### src/rtl/dma_chan_pkg.sv
package dma_chan_pkg;

    typedef enum logic [1:0] {ST_IDLE, ST_RD, ST_WR, ST_ACK} dma_state_e;

    localparam logic [3:0] RIX_SRC   = 4'd0;
    localparam logic [3:0] RIX_DST   = 4'd1;
    localparam logic [3:0] RIX_SIZE  = 4'd2;
    localparam logic [3:0] RIX_DESC  = 4'd3;
    localparam logic [3:0] RIX_CTRL  = 4'd4;
    localparam logic [3:0] RIX_CFG   = 4'd5;
    localparam logic [3:0] RIX_CHON  = 4'd6;
    localparam logic [3:0] RIX_STAT  = 4'd7;
    localparam logic [3:0] RIX_GEN   = 4'd8;
    localparam logic [3:0] RIX_FLAG  = 4'd9;
    localparam logic [3:0] RIX_MASK  = 4'd10;
    localparam logic [3:0] RIX_SWREQ = 4'd11;

    localparam logic [1:0] AM_INC = 2'd0;
    localparam logic [1:0] AM_DEC = 2'd1;

    localparam int CTRL_W = 10;

    // lanes covered by a unit of the given width code
    function automatic logic [31:0] unit_mask(input logic [1:0] w);
        case (w)
            2'd0:    unit_mask = 32'h0000_00FF;
            2'd1:    unit_mask = 32'h0000_FFFF;
            default: unit_mask = 32'hFFFF_FFFF;
        endcase
    endfunction

endpackage

### src/rtl/dma_addr_step.sv
module dma_addr_step #(
    parameter int AW = 16
) (
    input  logic [AW-1:0] addr,
    input  logic [1:0]    width,
    input  logic [1:0]    mode,
    output logic [AW-1:0] addr_nx
);
    import dma_chan_pkg::*;

    logic [AW-1:0] step;

    always_comb begin
        step = (width == 2'd0) ? AW'(1) : (width == 2'd1) ? AW'(2) : AW'(4);
        case (mode)
            AM_INC:  addr_nx = addr + step;
            AM_DEC:  addr_nx = addr - step;
            default: addr_nx = addr;
        endcase
    end
endmodule

### src/rtl/dma_side_req.sv
module dma_side_req #(
    parameter int NPER = 4,
    localparam int PW = (NPER > 1) ? $clog2(NPER) : 1
) (
    input  logic            is_periph,
    input  logic            hw_sel,
    input  logic [PW-1:0]   per_idx,
    input  logic [NPER-1:0] hw_sreq,
    input  logic [NPER-1:0] hw_creq,
    input  logic            sw_single,
    input  logic            sw_chunk,
    output logic            ready,
    output logic            chunk
);
    logic line_s, line_c;

    always_comb begin
        line_s = hw_sel ? hw_sreq[per_idx] : sw_single;
        line_c = hw_sel ? hw_creq[per_idx] : sw_chunk;
        ready  = !is_periph || line_s || line_c;
        chunk  = is_periph && line_c;
    end
endmodule

### src/rtl/dma_chan_engine.sv
module dma_chan_engine #(
    parameter int AW     = 16,
    parameter int SIZE_W = 12,
    parameter int NPER   = 4,
    parameter int CHUNK  = 4
) (
    input  logic            clk,
    input  logic            rst_n,
    input  logic            reg_we,
    input  logic            reg_re,
    input  logic [3:0]      reg_addr,
    input  logic [31:0]     reg_wdata,
    output logic [31:0]     reg_rdata,
    output logic            mem_req,
    output logic            mem_we,
    output logic [AW-1:0]   mem_addr,
    output logic [1:0]      mem_size,
    output logic [31:0]     mem_wdata,
    input  logic [31:0]     mem_rdata,
    input  logic [NPER-1:0] hw_sreq,
    input  logic [NPER-1:0] hw_creq,
    output logic [NPER-1:0] hw_ack,
    output logic            irq
);
    import dma_chan_pkg::*;

    localparam int PW    = (NPER > 1) ? $clog2(NPER) : 1;
    localparam int BW    = $clog2(CHUNK + 1);
    localparam int CFG_W = 2 + 2 * PW;

    typedef struct packed {
        dma_state_e        st;
        logic [AW-1:0]     src_p;
        logic [AW-1:0]     dst_p;
        logic [AW-1:0]     desc_p;
        logic [AW-1:0]     src_a;
        logic [AW-1:0]     dst_a;
        logic [SIZE_W-1:0] size_p;
        logic [SIZE_W-1:0] cnt;
        logic [BW-1:0]     beats;
        logic [CTRL_W-1:0] ctrl;
        logic [CFG_W-1:0]  cfg;
        logic              ch_en;
        logic              glb;
        logic              flag;
        logic              mask;
        logic [3:0]        swreq;
    } regs_t;

    regs_t r_d, r_q;

    logic [1:0]    side_rdy, side_chk;
    logic [AW-1:0] src_nx, dst_nx;
    logic [BW-1:0] want_len, take_len;
    logic          both_mem;

    // per-side request selection: g=0 source, g=1 destination
    for (genvar g = 0; g < 2; g++) begin : g_side
        dma_side_req #(.NPER(NPER)) u_side (
            .is_periph (r_q.ctrl[8+g]),
            .hw_sel    (r_q.cfg[g]),
            .per_idx   (r_q.cfg[2+g*PW +: PW]),
            .hw_sreq   (hw_sreq),
            .hw_creq   (hw_creq),
            .sw_single (r_q.swreq[2*g]),
            .sw_chunk  (r_q.swreq[2*g+1]),
            .ready     (side_rdy[g]),
            .chunk     (side_chk[g])
        );
    end

    dma_addr_step #(.AW(AW)) u_src_step (
        .addr(r_q.src_a), .width(r_q.ctrl[1:0]), .mode(r_q.ctrl[5:4]), .addr_nx(src_nx)
    );
    dma_addr_step #(.AW(AW)) u_dst_step (
        .addr(r_q.dst_a), .width(r_q.ctrl[3:2]), .mode(r_q.ctrl[7:6]), .addr_nx(dst_nx)
    );

    always_comb begin
        both_mem = !r_q.ctrl[8] && !r_q.ctrl[9];
        want_len = (both_mem || (|side_chk)) ? BW'(CHUNK) : BW'(1);
        take_len = (r_q.cnt < SIZE_W'(want_len)) ? BW'(r_q.cnt) : want_len;
    end

    always_comb begin
        r_d = r_q;
        if (reg_we) begin
            case (reg_addr)
                RIX_SRC:  if (!r_q.ch_en) r_d.src_p  = reg_wdata[AW-1:0];
                RIX_DST:  if (!r_q.ch_en) r_d.dst_p  = reg_wdata[AW-1:0];
                RIX_SIZE: if (!r_q.ch_en) r_d.size_p = reg_wdata[SIZE_W-1:0];
                RIX_DESC: if (!r_q.ch_en) r_d.desc_p = reg_wdata[AW-1:0];
                RIX_CTRL: if (!r_q.ch_en) r_d.ctrl   = reg_wdata[CTRL_W-1:0];
                RIX_CFG:  if (!r_q.ch_en) r_d.cfg    = reg_wdata[CFG_W-1:0];
                RIX_CHON: if (reg_wdata[0] && !r_q.ch_en) begin
                    r_d.ch_en = 1'b1;
                    r_d.src_a = r_q.src_p;
                    r_d.dst_a = r_q.dst_p;
                    r_d.cnt   = r_q.size_p;
                end
                RIX_GEN:   r_d.glb   = reg_wdata[0];
                RIX_MASK:  r_d.mask  = reg_wdata[0];
                RIX_SWREQ: r_d.swreq = r_q.swreq | reg_wdata[3:0];
                default: ;
            endcase
        end
        if (reg_re && reg_addr == RIX_FLAG) r_d.flag = 1'b0;

        case (r_q.st)
            ST_IDLE: begin
                if (r_q.ch_en && r_q.glb) begin
                    if (r_q.cnt == '0) begin
                        r_d.ch_en = 1'b0;
                        r_d.flag  = 1'b1;
                    end else if (&side_rdy) begin
                        r_d.beats = take_len;
                        r_d.st    = ST_RD;
                    end
                end
            end
            ST_RD: r_d.st = ST_WR;
            ST_WR: begin
                r_d.src_a = src_nx;
                r_d.dst_a = dst_nx;
                r_d.cnt   = r_q.cnt - 1'b1;
                r_d.beats = r_q.beats - 1'b1;
                r_d.st    = (r_q.beats == BW'(1)) ? ST_ACK : ST_RD;
            end
            default: begin
                if (r_q.ctrl[8]) r_d.swreq[1:0] = 2'b00;
                if (r_q.ctrl[9]) r_d.swreq[3:2] = 2'b00;
                if (r_q.cnt == '0) begin
                    r_d.ch_en = 1'b0;
                    r_d.flag  = 1'b1;
                end
                r_d.st = ST_IDLE;
            end
        endcase
    end

    always_ff @(posedge clk) begin
        if (!rst_n) begin
            r_q    <= '0;
            r_q.st <= ST_IDLE;
        end else begin
            r_q <= r_d;
        end
    end

    always_comb begin
        mem_req   = (r_q.st == ST_RD) || (r_q.st == ST_WR);
        mem_we    = (r_q.st == ST_WR);
        mem_addr  = (r_q.st == ST_WR) ? r_q.dst_a : r_q.src_a;
        mem_size  = (r_q.st == ST_WR) ? r_q.ctrl[3:2] : r_q.ctrl[1:0];
        mem_wdata = mem_rdata & unit_mask(r_q.ctrl[1:0]);
        irq       = r_q.flag && r_q.mask;
        hw_ack    = '0;
        if (r_q.st == ST_ACK) begin
            if (r_q.ctrl[8] && r_q.cfg[0]) hw_ack[r_q.cfg[2 +: PW]] = 1'b1;
            if (r_q.ctrl[9] && r_q.cfg[1]) hw_ack[r_q.cfg[2+PW +: PW]] = 1'b1;
        end
    end

    always_comb begin
        reg_rdata = '0;
        case (reg_addr)
            RIX_SRC:   reg_rdata = 32'(r_q.src_p);
            RIX_DST:   reg_rdata = 32'(r_q.dst_p);
            RIX_SIZE:  reg_rdata = 32'(r_q.size_p);
            RIX_DESC:  reg_rdata = 32'(r_q.desc_p);
            RIX_CTRL:  reg_rdata = 32'(r_q.ctrl);
            RIX_CFG:   reg_rdata = 32'(r_q.cfg);
            RIX_STAT:  reg_rdata = {31'b0, r_q.ch_en};
            RIX_GEN:   reg_rdata = {31'b0, r_q.glb};
            RIX_FLAG:  reg_rdata = {31'b0, r_q.flag};
            RIX_MASK:  reg_rdata = {31'b0, r_q.mask};
            RIX_SWREQ: reg_rdata = {28'b0, r_q.swreq};
            default:   reg_rdata = '0;
        endcase
    end

    // state exposed to the bound checker
    logic          en_now, glb_now, flag_now;
    logic [AW-1:0] src_prog_now;
    assign en_now       = r_q.ch_en;
    assign glb_now      = r_q.glb;
    assign flag_now     = r_q.flag;
    assign src_prog_now = r_q.src_p;

endmodule

### config.mk
export PLATFORM = sky130hd
export DESIGN_NAME = dma_chan_engine
export DESIGN_NICKNAME = d
export VERILOG_FILES = /design/src/rtl/dma_chan_pkg.sv /design/src/rtl/dma_addr_step.sv /design/src/rtl/dma_side_req.sv /design/src/rtl/dma_chan_engine.sv
export SDC_FILE = /design/constraint.sdc
export NUM_CORES = 1
export LEC_CHECK = 0
export CORE_MARGIN = 2
export CORE_UTILIZATION = 53
export DETAILED_ROUTE_END_ITERATION = 8
export GPL_ROUTABILITY_DRIVEN = 0
export GPL_TIMING_DRIVEN = 0
export PLACE_DENSITY = 0.82
export SYNTH_ARGS = -nofsm -noshare
export SYNTH_HDL_FRONTEND = slang
export SYNTH_SLANG_ARGS = --single-unit
### constraint.sdc
create_clock -name clk -period 3.8 [get_ports clk]
set_input_delay 0.76 -clock clk [delete_from_list [all_inputs] [get_ports clk]]
set_output_delay 0.76 -clock clk [all_outputs]
set_load 0.005 [all_outputs]
Word level (Yosys, flattened, before mapping)

Cells that the tools add are included.

Word-level logic and storage cells: 169
Output and inout port bits: 89
Register bits: 133

Add/sub/neg operators: 6
Muxes and demuxes: 66
Bitwise logic cells: 4
$lt $le $gt $ge: 5
Equal/unequal tests: 24
Reductions and logical operators: 48

Operators by type and width:

| cell                                                 | count |
|---|---|
| case mux 16 bit (11 select lines)                    | 1 |
| two-way mux 32 bit                                   | 3 |
| case mux 16 bit (2 select lines)                     | 2 |
| case mux 32 bit (2 select lines)                     | 1 |
| two-way mux 12 bit                                   | 5 |
| two-way mux 56 bit                                   | 1 |
| two-way mux 16 bit                                   | 3 |
| adder 16 bit                                         | 2 |
| bitwise AND 32 bit                                   | 1 |
| subtractor 16 bit                                    | 2 |
| two-way mux 4 bit                                    | 7 |
| AND reduction 3 bit                                  | 8 |
| two-way mux 3 bit                                    | 7 |
| two-way mux 1 bit                                    | 18 |
| equality test 4 x 3 -> 1 bit (second input constant) | 4 |
| equality test 4 bit (second input constant)          | 4 |
| two-way mux 2 bit                                    | 8 |
| zero test 12 bit                                     | 1 |
| < comparator 12 x 3 -> 1 bit                         | 1 |
| AND reduction 4 bit                                  | 3 |
| subtractor 12 x 1 -> 12 bit (second input constant)  | 1 |
| logical AND 1 bit                                    | 11 |
| equality test 2 x 1 -> 1 bit (second input constant) | 5 |
| zero test 2 bit                                      | 5 |
| other kinds (23)                                     | 49 |

Logic depth before layout (Yosys ltp)

Gate-level depths: netlist of run 1.

Depth after elaboration: 13
Gate-level depth with buffers: 12
Depth with buffers taken out: 12

Cells and area by module

Synthesis of run 1 repeated with hierarchy kept, for this count alone.

Cell total of the unflattened synthesis: 1232
Area, all modules: 9092.5 sq um

By module, submodules not included:

| module                      | sequential area each (sq um) | cells each | area each (sq um) | instances |
|---|---|---|---|---|
| dma_chan_engine             | 2662.6                       | 925        | 6900.4            | 1 |
| dma_addr_step at u_src_step | 0.0                          | 144        | 1004.7            | 1 |
| dma_addr_step at u_dst_step | 0.0                          | 143        | 992.2             | 1 |
| dma_side_req                | 0.0                          | 10         | 97.6              | 2 |

Worst setup path after synthesis of run 1

OpenSTA, ideal clock, no wires.

Path kind: input-to-reg
Start point: input hw_creq[3]
End point: register r_q[26] (netlist name)
Buffers on the path: 0
Stages: 9
Slack: 1077 ps
Data arrival time: 2591 ps
Data required time: 3669 ps
Library setup time: 131 ps
Cells stage by stage: mux4_2 > a211oi_1 > a21oi_1 > a21oi_2 > ha_1 > or3_1 > nor3b_1 > o21bai_1 > o22ai_1

Word-level cells in the longest chain between the ends: 13
Elaborated cells on any way between the ends: 22

RTL lines:

| item                                    | RTL line               | text |
|---|---|---|
| from (decl)                             | dma_chan_engine.sv:21  | `input logic [NPER-1:0] hw_creq,` |
| binary-select mux 1 bit (select 2 bit)  | dma_side_req.sv:19     | `line_c = hw_sel ? hw_creq[per_idx] : sw_chunk;` |
| two-way mux 1 bit (not written as such) | dma_side_req.sv:19     |  |
| two-way mux 1 bit                       | dma_side_req.sv:19     |  |
| logical AND 1 bit                       | dma_side_req.sv:21     | `chunk = is_periph && line_c;` |
| OR reduction 2 bit                      | dma_chan_engine.sv:81  | `want_len = (both_mem \|\| (\|side_chk)) ? BW'(CHUNK) : BW'(1);` |
| logical OR 1 bit                        | dma_chan_engine.sv:81  |  |
| two-way mux 3 bit                       | dma_chan_engine.sv:81  |  |
| < comparator 12 x 3 -> 1 bit            | dma_chan_engine.sv:82  | `take_len = (r_q.cnt < SIZE_W'(want_len)) ? BW'(r_q.cnt) : want_len;` |
| two-way mux 3 bit                       | dma_chan_engine.sv:82  |  |
| two-way mux 3 bit                       | dma_chan_engine.sv:115 | `end else if (&side_rdy) begin` |
| two-way mux 3 bit                       | dma_chan_engine.sv:112 | `if (r_q.cnt == '0) begin` |
| two-way mux 3 bit                       | dma_chan_engine.sv:111 | `if (r_q.ch_en && r_q.glb) begin` |
| case mux 3 bit (2 select lines)         | dma_chan_engine.sv:109 | `case (r_q.st)` |
| to (signal assigned)                    | dma_chan_engine.sv:146 | `r_q <= r_d;` |
| to (decl)                               | dma_chan_engine.sv:50  | `regs_t r_d, r_q;` |

Several ways; a longest one is shown, not always the timed one. The select of a mux whose other input is x is not followed.
A chain may end at the register's enable or synchronous reset.

Worst setup path after layout of run 1

Start point: input reg_addr[0]
End point: output reg_rdata[0]

Word-level cells in the longest chain between the ends: 2
Elaborated cells on any way between the ends: 12

RTL lines:

| item                                              | RTL line               | text |
|---|---|---|
| from (decl)                                       | dma_chan_engine.sv:11  | `input logic [3:0] reg_addr,` |
| equality test 4 bit, or another cell as far along | dma_chan_engine.sv:166 | `case (reg_addr)` |
| case mux 16 bit (11 select lines) (*)             | dma_chan_engine.sv:166 |  |
| to (decl)                                         | dma_chan_engine.sv:13  | `output logic [31:0] reg_rdata,` |

Every way passes the cells marked *; elsewhere a longest branch is shown, timed or not.

==> results of run 1 <==
cell families after synthesis:
family / Yosys count / share of synthesized area
adders and majority gates: 38 / 0.0578
muxes: 34 / 0.0467
buffers and inverters: 119 / 0.0658
other: 1 / 0.000442
DFF: 133 / 0.314
and+or+nand+nor: 443 / 0.243
xor gates and xnor gates: 21 / 0.0217
AOI/OAI and AO/OA: 322 / 0.250
power by group:
part / internal (mW) / switching (mW)
Sequential: 1.54 / 0.153
Combinational: 0.682 / 0.911
Clock: 0.935 / 0.665
worst paths after layout:
check	from	cells after the start	endpoint
setup / recovery	reg_addr[0]	8	reg_rdata[0]
hold / removal	r_q[90]	2	r_q[90]
setup reg to reg	r_q[19]	10	r_q[80]
hold reg to reg	r_q[90]	2	r_q[90]
registers in the layout (all words and copies together) (netlist names):
signal and count:
flag_now 1, r_q 114, glb_now 1, en_now 1, src_prog_now 16
worst min-delay path: stages (launching register included):
cell	delay, ns
dfxtp_1	0.31
nand2_1	0.05
a21oi_1	0.05
stage by stage:
stage               instances  setup slack, ns  utilization
floorplan                1126             1.08            -
global placement         1469           -0.307        0.639
detailed placement       1469           -0.272        0.639
CTS                      1500          0.00695        0.677
global route             1503          0.00418        0.680
finish                   1504           0.0502        0.680
final cells by class:
type | count | area (um2)
inverters | 24 | 90.1
repair buffers | 130 | 1310
clock inverters | 10 | 98.8
flip-flops and latches | 133 | 2660
multi-input cells | 874 | 5340
plain buffers | 95 | 495
diodes | 1 | 2.50
well taps | 216 | 270
fillers | 1338 | 5050
clock buffers | 21 | 460
cells in the mapped netlist (4+ instances only):
cell / count
nand2_1: 194
dfxtp_1: 133
a21oi_1: 132
nor2_1: 84
clkbuf_1: 52
nand3_1: 41
o21ai_0: 39
ha_1: 36
buf_4: 25
mux2_2: 25
nor3_1: 25
nor2b_1: 24
a22oi_1: 22
and2_1: 21
inv_1: 20
buf_2: 14
xor2_1: 14
a211oi_1: 13
a21o_1: 11
and3_1: 11
a22o_1: 9
a31oi_1: 9
nand2b_1: 8
a221oi_1: 7
mux2i_1: 7
o211ai_1: 7
o21a_1: 7
xnor2_1: 7
a311oi_1: 6
nand3b_1: 6
a222oi_1: 5
o21ai_1: 5
or3_1: 5
a41oi_1: 4
buf_1: 4
inv_2: 4
per-layer routing:
layer,routed length (um),up-vias
met2,12900,580
met5,0,-
met1,11400,4192
li1,-,4269
met4,1070,0
met3,3440,90
timing repair:
item | in CTS | in global routing
endpoints found under the setup margin | 32 | 25
resized for setup | 14 | 15
setup buffers | 0 | 3
hold buffers | 0 | 0
pin swaps | 0 | 3
==> qor.yml, run 1 <==
root_buffer: "clkbuf_16"
grt_util_met2: 0.525
clockBufferDepth: 2
route.vias.total: 9131
rows: 46
slew_viol_final: 0
hp-class: "flop to flop"
drt_iter0_drc: 1224
io_buffer_count: 127
grt_pass1_wl_um: 43800
clkTransAtPathRegs_ns: 0.06
yosys.area.top_type_share: 0.314
clkLatencyLatePin_ns: 0.43
synth_flop_cell: "dfxtp_1"
layout-drive-gt1-share: 0.109
status: "finished, final reports clean"
setup_viol: 0
initial_core_util: 0.538
hpwlAfterDp_um: 21200
ys_types: 85
max_freq_ghz: 0.267
placed_area_um2: 10100
drv_cap: 0
hold_viol_final: 0
hold_slack_ns: 0.457
netlist_instances: 1111
setup.worst_path.end_class: "output port"
p_leak_nw: 4.15
grt_pass1_vias: 8173
grt-busiest-layer: "met2"
crit_type: "input port to output port"
synthArstFlopShare: 0
cp_slowest_cell: "clkdlybuf4s50_1"
cts_sinks: 133
yosys_warnings: 0
worst_ep_arrival_time_ns: 2.99
cp.buffers_inverters: 4
routed_wl_um: 28800
ios: 169
use_met1: 0.448
required_ns: 3.04
cp_common_cell: "clkdlybuf4s50_1"
fin_crit_sh: 0.987
path_cells: "clkdlybuf4s50_1 > clkbuf_4 > buf_4 > nand3b_1 > o21ai_0 > a222oi_1 > o211ai_1 > clkdlybuf4s50_1"
ir_worst_vdd_v: 0.000435
yosys-top-cells-area: "dfxtp_1, nand2_1, a21oi_1"
setup_tns_ns: 0
r2r_slack_ns: 0.49
max_stage_delay_ns: 0.51
area_growth_pct: 26.4
wire_per_inst_um: 19.2
htreeDepth: 4
grt_usage: 0.335
critPathTopFamily: "buffers and inverters"
netlist_area_um2: 8480
first_pass_iters: 7
syn_area_per_cell_um2: 7.64
ys_ff_latch: 133
fin_area_um2: 10700
fin_total_pwr_mw: 4.88
skew_ns: 0.00869
crit_path_start_kind: "input port"
yosysTopAreaCell: "dfxtp_1"
synth-edff-count: 0
drtAntennaViolNets: 0
core_um2: 15800
grt_max_degree: 17
fin_nets: 1393
dieArea_um2: 17000
grt_antenna_before_repair: 1
final_cell_mix: "nand2_1, dfxtp_1, a21oi_1, clkdlybuf4s50_1, nor2_1"
cp_max_fo: 10
drc: 0
cts_inserted_buffers: 17
slew_headroom: 0.463
post-route-min-period_ns: 3.75
die_height_um: 131
cts_tree: "yes"
grt_overflow: 0
ys_seq_area_frac: 0.314
power.density_nw_per_um2: 455
final_common_cell: "nand2_1"
vias_per_cell: 6.07
rsz0062_at_grt: "false"
met3_usage: 0.0737
tightest_slew_ns: 0.805
die_x_um: 131
Note: power is estimated with default switching activity, not from simulation.
==> run 2, diff against run 1 <==
ABC_AREA = 1   (was default)
==> qor.yml, run 2 <==
status: "finished, final reports clean"
cp.buffers_inverters: 6  # +2
synth_flop_cell: "dfxtp_1"
post-route-min-period_ns: 3.76  # +0.00648 ns
core_um2: 15300  # -2.9%
crit_type: "input port to output port"
nFillCells: 1301  # -2.8%
r2r_slack_ns: 0.32  # -0.17 ns
max_stage_delay_ns: 0.54  # +0.03 ns
regMostFlops: "r_q"
die_x_um: 130  # -0.70%
crit_path_start_kind: "input port"
drv_cap: 0  # unchanged
netlist_instances: 1265  # +14%
max_freq_ghz: 0.266  # -0.17%
tightest_slew_ns: 1.23  # +0.426 ns
hpwlAfterDp_um: 21400  # +0.99%
ys_types: 51  # -40%
antennaDiodeCount: 0  # -1
yosys_warnings: 0  # unchanged
clkLatencyLatePin_ns: 0.43  # about the same
final_common_cell: "nand2_1"
muxShareOfSynthArea: 0  # -0.0467
setup_viol: 0  # unchanged
worstReg2RegEnd: "r_q[79]"
grt_usage: 0.334  # -0.000567
crit_end: "reg_rdata[11]"
yosys-top-cells-area: "dfxtp_1, nand2_1, a21oi_1"
largest_reg_flops: 114  # unchanged
first_pass_iters: 8  # +1
clockBufferDepth: 2  # unchanged
slew_viol_final: 0  # unchanged
required_ns: 3.04  # about the same
cts_sinks: 133  # unchanged
setup_slack_ns: 0.0437  # -0.00648 ns
yosysTopAreaCell: "dfxtp_1"
grt_antenna_before_repair: 0  # -1
ys_ff_latch: 133  # unchanged
cp_max_fo: 10  # unchanged
cp.depth: 11  # +3
area_growth_pct: 27.2
drt_iter0_drc: 1220  # -0.33%
hp-class: "flop to flop"
grt_pass1_wl_um: 43500  # -0.60%
clkTransAtPathRegs_ns: 0.06  # about the same
die_height_um: 130  # -0.70%
hold_buffers: 0  # unchanged
r2r_start: "r_q[18]"
place_ws_ns: -0.397  # -0.125 ns
critPathTopFamily: "buffers and inverters"
grt_max_degree: 19  # +2
routed_wl_um: 28600  # -0.59%
synth-adder-area-share: 0.0586  # +0.000839
drtAntennaViolNets: 0  # unchanged
cp_slowest_cell: "clkdlybuf4s50_1"
syn_area_per_cell_um2: 6.61  # -13%
synth_most_common_cell: "nand2_1"
io_buffer_count: 127  # unchanged
ir_worst_vdd_v: 0.000298  # -32%
setup_tns_ns: 0  # unchanged
grt_pass1_vias: 8452  # +3.4%
rr_worst_depth: 14  # +4
initial_core_util: 0.546  # +0.00807
cts_inserted_buffers: 17  # unchanged
fin_crit_sh: 0.989  # +0.00171
final_cell_mix: "nand2_1, inv_1, a21oi_1, o21ai_0, dfxtp_1"
rows: 45  # -2.2%
power.density_nw_per_um2: 535  # +17%
synthArstFlopShare: 0  # unchanged
vias_per_cell: 5.81  # -4.3%
yosys.area_share.simple: 0.213  # -0.0301
route.vias.total: 9577  # +4.9%
root_buffer: "clkbuf_16"
synthXorXnorAreaFrac: 0.0209  # -0.000733
dp.cells: 1618  # +10%
synth-edff-count: 0  # unchanged
grt_overflow: 0  # unchanged
setup.worst_path.end_class: "output port"
final-instance-count-excl-fill: 1648  # +9.6%
ios: 169  # unchanged
yosys.area.top_type_share: 0.318  # +0.00455
hold_viol_final: 0  # unchanged
layout-drive-gt1-share: 0.0717  # -0.0371
fin_nets: 1544  # +11%
startpoint: "reg_addr[0]"
synth_top_family_by_area: "compound AO/OA/AOI/OAI gates"
drc: 0  # unchanged
ys_seq_area_frac: 0.318  # +0.00455
dieArea_um2: 16800  # -1.4%
skew_ns: 0.00637  # -0.00232 ns
p_leak_nw: 4.55  # +9.6%
htreeDepth: 4  # unchanged
worst_ep_arrival_time_ns: 3.00  # about the same
netlist_area_um2: 8360  # -1.4%
slew_headroom: 0.177  # -0.287
synth_compound_area_frac: 0.261  # +0.0107
ys_top_cells_by_count: "nand2_1, inv_1, a21oi_1, o21ai_0, dfxtp_1"
path_cells: "clkdlybuf4s50_1 > inv_2 > nor2_2 > inv_1 > nor2_4 > inv_1 > clkbuf_4 > o22ai_1 > a21oi_1 > o21ai_0 > clkdlybuf4s50_1"
wire_per_inst_um: 17.4  # -9.3%
cts_tree: "yes"
[run 2: changes by cell type after synthesis, sizes merged, moves of 22 or more]
cell,before,now
nand2,195,232
o21ai,44,144
nor2,84,107
inv,24,174
a22oi,22,0
mux2,25,0
nor2b,24,0
nand3,42,65
a21oi,135,167
[run 2: per-stage QoR]
step                hold slack (ns)  cell area, um2   util  power, mW
floorplan                     0.425            8420      -       3.14
global placement              0.434            9950  0.650       3.83
detailed placement            0.438            9950  0.650       3.88
CTS                           0.446           10600  0.694       5.62
global route                  0.481           10600  0.695       5.97
finish                        0.457           10600  0.695       5.69
[run 2: logic make-up (layout without fill, tap and decap cells)]
kind of cell,Yosys count,in the layout
AOI/OAI and AO/OA,392,392
adders and majority gates,38,38
buffers and inverters,252,409
xor gates and xnor gates,20,20
DFF,133,133
and+or+nand+nor,429,429
other,1,16
[run 2: worst min path at each step]
stage	from	to	cells after the start
2_1_floorplan	r_q[93]	r_q[93]	2
4_1_cts	r_q[93]	r_q[93]	2
3_3_place_gp	r_q[94]	r_q[94]	2
3_5_place_dp	r_q[93]	r_q[93]	2
5_1_grt	r_q[94]	r_q[94]	2
6_report	r_q[89]	r_q[89]	2
[run 2: cell type report]
type,instances,area [um2],share of cell area
well taps,211,264,0.0248
clock buffers,23,508,0.0477
plain buffers,76,413,0.0388
multi-input cells,895,4730,0.445
flip-flops and latches,133,2660,0.250
inverters,175,662,0.0622
clock inverters,7,119,0.0112
repair buffers,128,1280,0.120
[run 2: routing by layer]
metal  share of wire  track usage
met3            0.13       0.0809
met5               0            0
met4           0.044        0.164
met2            0.44        0.523
met1            0.39        0.433
[run 2: tightest hold or removal path: stages (launching register included)]
cell and delay [ns]:
dfxtp_1 0.29, inv_1 0.06, a21oi_1 0.06
[run 2: where the power goes]
group	switching (mW)	leakage, nW	internal (mW)
registers	0.171	1.08	1.58
logic	1.37	3.17	0.821
clock network	0.623	0.303	1.13
[run 2: repair_timing]
item,in CTS,in global routing
setup buffers,1,0
endpoints found under the setup margin,30,21
gates resized for setup,11,13
pin swaps,1,0
==> run 3, diff against run 2 <==
CORE_MARGIN = default   (was 2)
==> qor.yml, run 3 (synthesis results as in run 2) <==
critPathTopFamily: "buffers and inverters"
wire_per_inst_um: 16.9  # -2.5%
die_x_um: 128  # -1.5%
clkTransAtPathRegs_ns: 0.06  # about the same
path_cells: "clkdlybuf4s50_1 > nand2_1 > nor2_2 > inv_1 > o22ai_1 > a21oi_1 > o221ai_1 > clkdlybuf4s50_1"
drt_iter0_drc: 1160  # -4.9%
setup_viol: 0  # unchanged
rsz0062_at_grt: "false"
htreeDepth: 4  # unchanged
cp_max_fo: 6  # -4
cts_tree: "yes"
p_int_mw: 3.40  # -3.7%
regMostFlops: "r_q"
drv_cap: 0  # unchanged
final-instance-count-excl-fill: 1650  # +0.12%
p_leak_nw: 4.53  # -0.45%
hold_buffers: 0  # unchanged
required_ns: 3.04  # about the same
die_height_um: 128  # -1.5%
swShare: 0.389  # +0.00928
setup.worst_path.end_class: "output port"
cts_inserted_buffers: 17  # unchanged
grt-busiest-layer: "met2"
root_buffer: "clkbuf_16"
power_frac_seq: 0.315  # +0.007
grt_antenna_before_repair: 0  # unchanged
cp_common_cell: "clkdlybuf4s50_1"
hpwlAfterDp_um: 21300  # -0.43%
skew_ns: 0.00814  # +0.00177 ns
grt_usage: 0.349  # +0.0150
p_clk_frac: 0.295  # -0.013
io_buffer_count: 127  # unchanged
max_stage_delay_ns: 0.57  # +0.03 ns
hold_viol_final: 0  # unchanged
layout-drive-gt1-share: 0.0737  # +0.00199
post-route-min-period_ns: 3.70  # -0.0586 ns
largest_reg_flops: 114  # unchanged
met3_usage: 0.0988  # +0.0179
cp.buffers_inverters: 3  # -3
slew_viol_final: 0  # unchanged
crit_path_start_kind: "input port"
p_sw_mw: 2.17  # +0.15%
fin_crit_sh: 0.973  # -0.0154
cts_sinks: 133  # unchanged
drc: 0  # unchanged
dieArea_um2: 16300  # -3.1%
comb_power_share: 0.390  # +0.005
dp.cells: 1618  # unchanged
final_common_cell: "nand2_1"
slew_headroom: 0.160  # -0.0166
status: "finished, final reports clean"
grt_pass1_vias: 8663  # +2.5%
grt_max_degree: 19  # unchanged
grt_util_met2: 0.538  # +0.0155
core_um2: 15300  # unchanged
tightest_slew_ns: 1.26  # +0.0248 ns
route.vias.total: 9472  # -1.1%
crit_type: "input port to output port"
worst_ep_arrival_time_ns: 2.94  # -0.06 ns
clockBufferDepth: 2  # unchanged
final_cell_mix: "nand2_1, inv_1, a21oi_1, o21ai_0, dfxtp_1"
power.density_nw_per_um2: 525  # -2.0%
cp_slowest_cell: "clkdlybuf4s50_1"
fin_total_pwr_mw: 5.57  # -2.2%
hp-class: "flop to flop"
ios: 169  # unchanged
use_met1: 0.444  # +0.0112
area_growth_pct: 26.9
antennaDiodeCount: 0  # unchanged
grt_pass1_wl_um: 44000  # +1.2%
routed_wl_um: 28000  # -2.4%
drtAntennaViolNets: 0  # unchanged
first_pass_iters: 6  # -2
clkLatencyLatePin_ns: 0.43  # about the same
initial_core_util: 0.546  # unchanged
rows: 45  # unchanged
vias_per_cell: 5.74  # -1.2%
grt_overflow: 0  # unchanged
ir_worst_vdd_v: 0.000353  # +18%
fin_nets: 1544  # unchanged
max_freq_ghz: 0.270  # +1.6%
==> run 3: cell type report <==
cell class | instances | area (um2)
well taps | 211 | 264
multi-input cells | 895 | 4740
repair buffers | 128 | 1280
plain buffers | 76 | 413
clock inverters | 12 | 129
flip-flops and latches | 133 | 2660
inverters | 175 | 662
fillers | 1337 | 4710
clock buffers | 20 | 457
==> run 3: metal layers <==
metal / vias to the layer above / wire length (um) / share of wire
li1: 4516 / - / -
met1: 4232 / 10900 / 0.39
met2: 628 / 12200 / 0.43
met3: 96 / 3720 / 0.13
met4: 0 / 1170 / 0.042
met5: - / 0 / 0
==> run 3: worst paths after layout <==
kind              cells past startpoint   startpoint      endpoint  slack [ns]
hold reg to reg                       2      r_q[89]       r_q[89]        0.45
setup reg to reg                     14      r_q[19]       r_q[79]        0.33
hold / removal                        2      r_q[89]       r_q[89]        0.45
setup / recovery                      8  reg_addr[1]  reg_rdata[9]        0.10
==> run 3: power by group through the flow <==
stage	Sequential (mW)	Combinational, mW	Clock [mW]
after floorplan	1.71	1.43	0
after global placement	1.76	2.07	0
after detailed placement	1.77	2.11	0
after CTS	1.74	2.12	1.64
after global routing	1.77	2.41	1.69
final	1.75	2.17	1.64
==> run 3: worst reg2reg max path, cell delays in order (launching register included) <==
cell and delay (ns):
dfxtp_1 0.35, nor2_1 0.96, inv_1 0.14, o21ai_0 0.27, inv_1 0.09, fa_1 0.43, o21a_1 0.25, o21bai_1 0.30
nand2_1 0.09, nand2_1 0.10, nand3_1 0.10, nand2_1 0.08, nand2_1 0.05, nand3_1 0.07, a21oi_1 0.08
==> run 3: repair_timing <==
action / in CTS / in global routing
cloned: 0 / 0
endpoints found under the setup margin: 32 / 24
pin swaps: 1 / 0
setup buffers: 1 / 0
gates resized for setup: 10 / 18
==> run 3: through the flow <==
step	setup WS [ns]	util	TNS [ns]	area (um2)	hold slack (ns)
floorplan	1.09	-	0	8420	0.425
global placement	-0.415	0.650	-2.98	9950	0.434
global route	0.0130	0.693	0	10600	0.471
detailed placement	-0.408	0.650	-3.13	9950	0.445
finish	0.102	0.693	0	10600	0.455
CTS	0.0355	0.690	0	10600	0.454
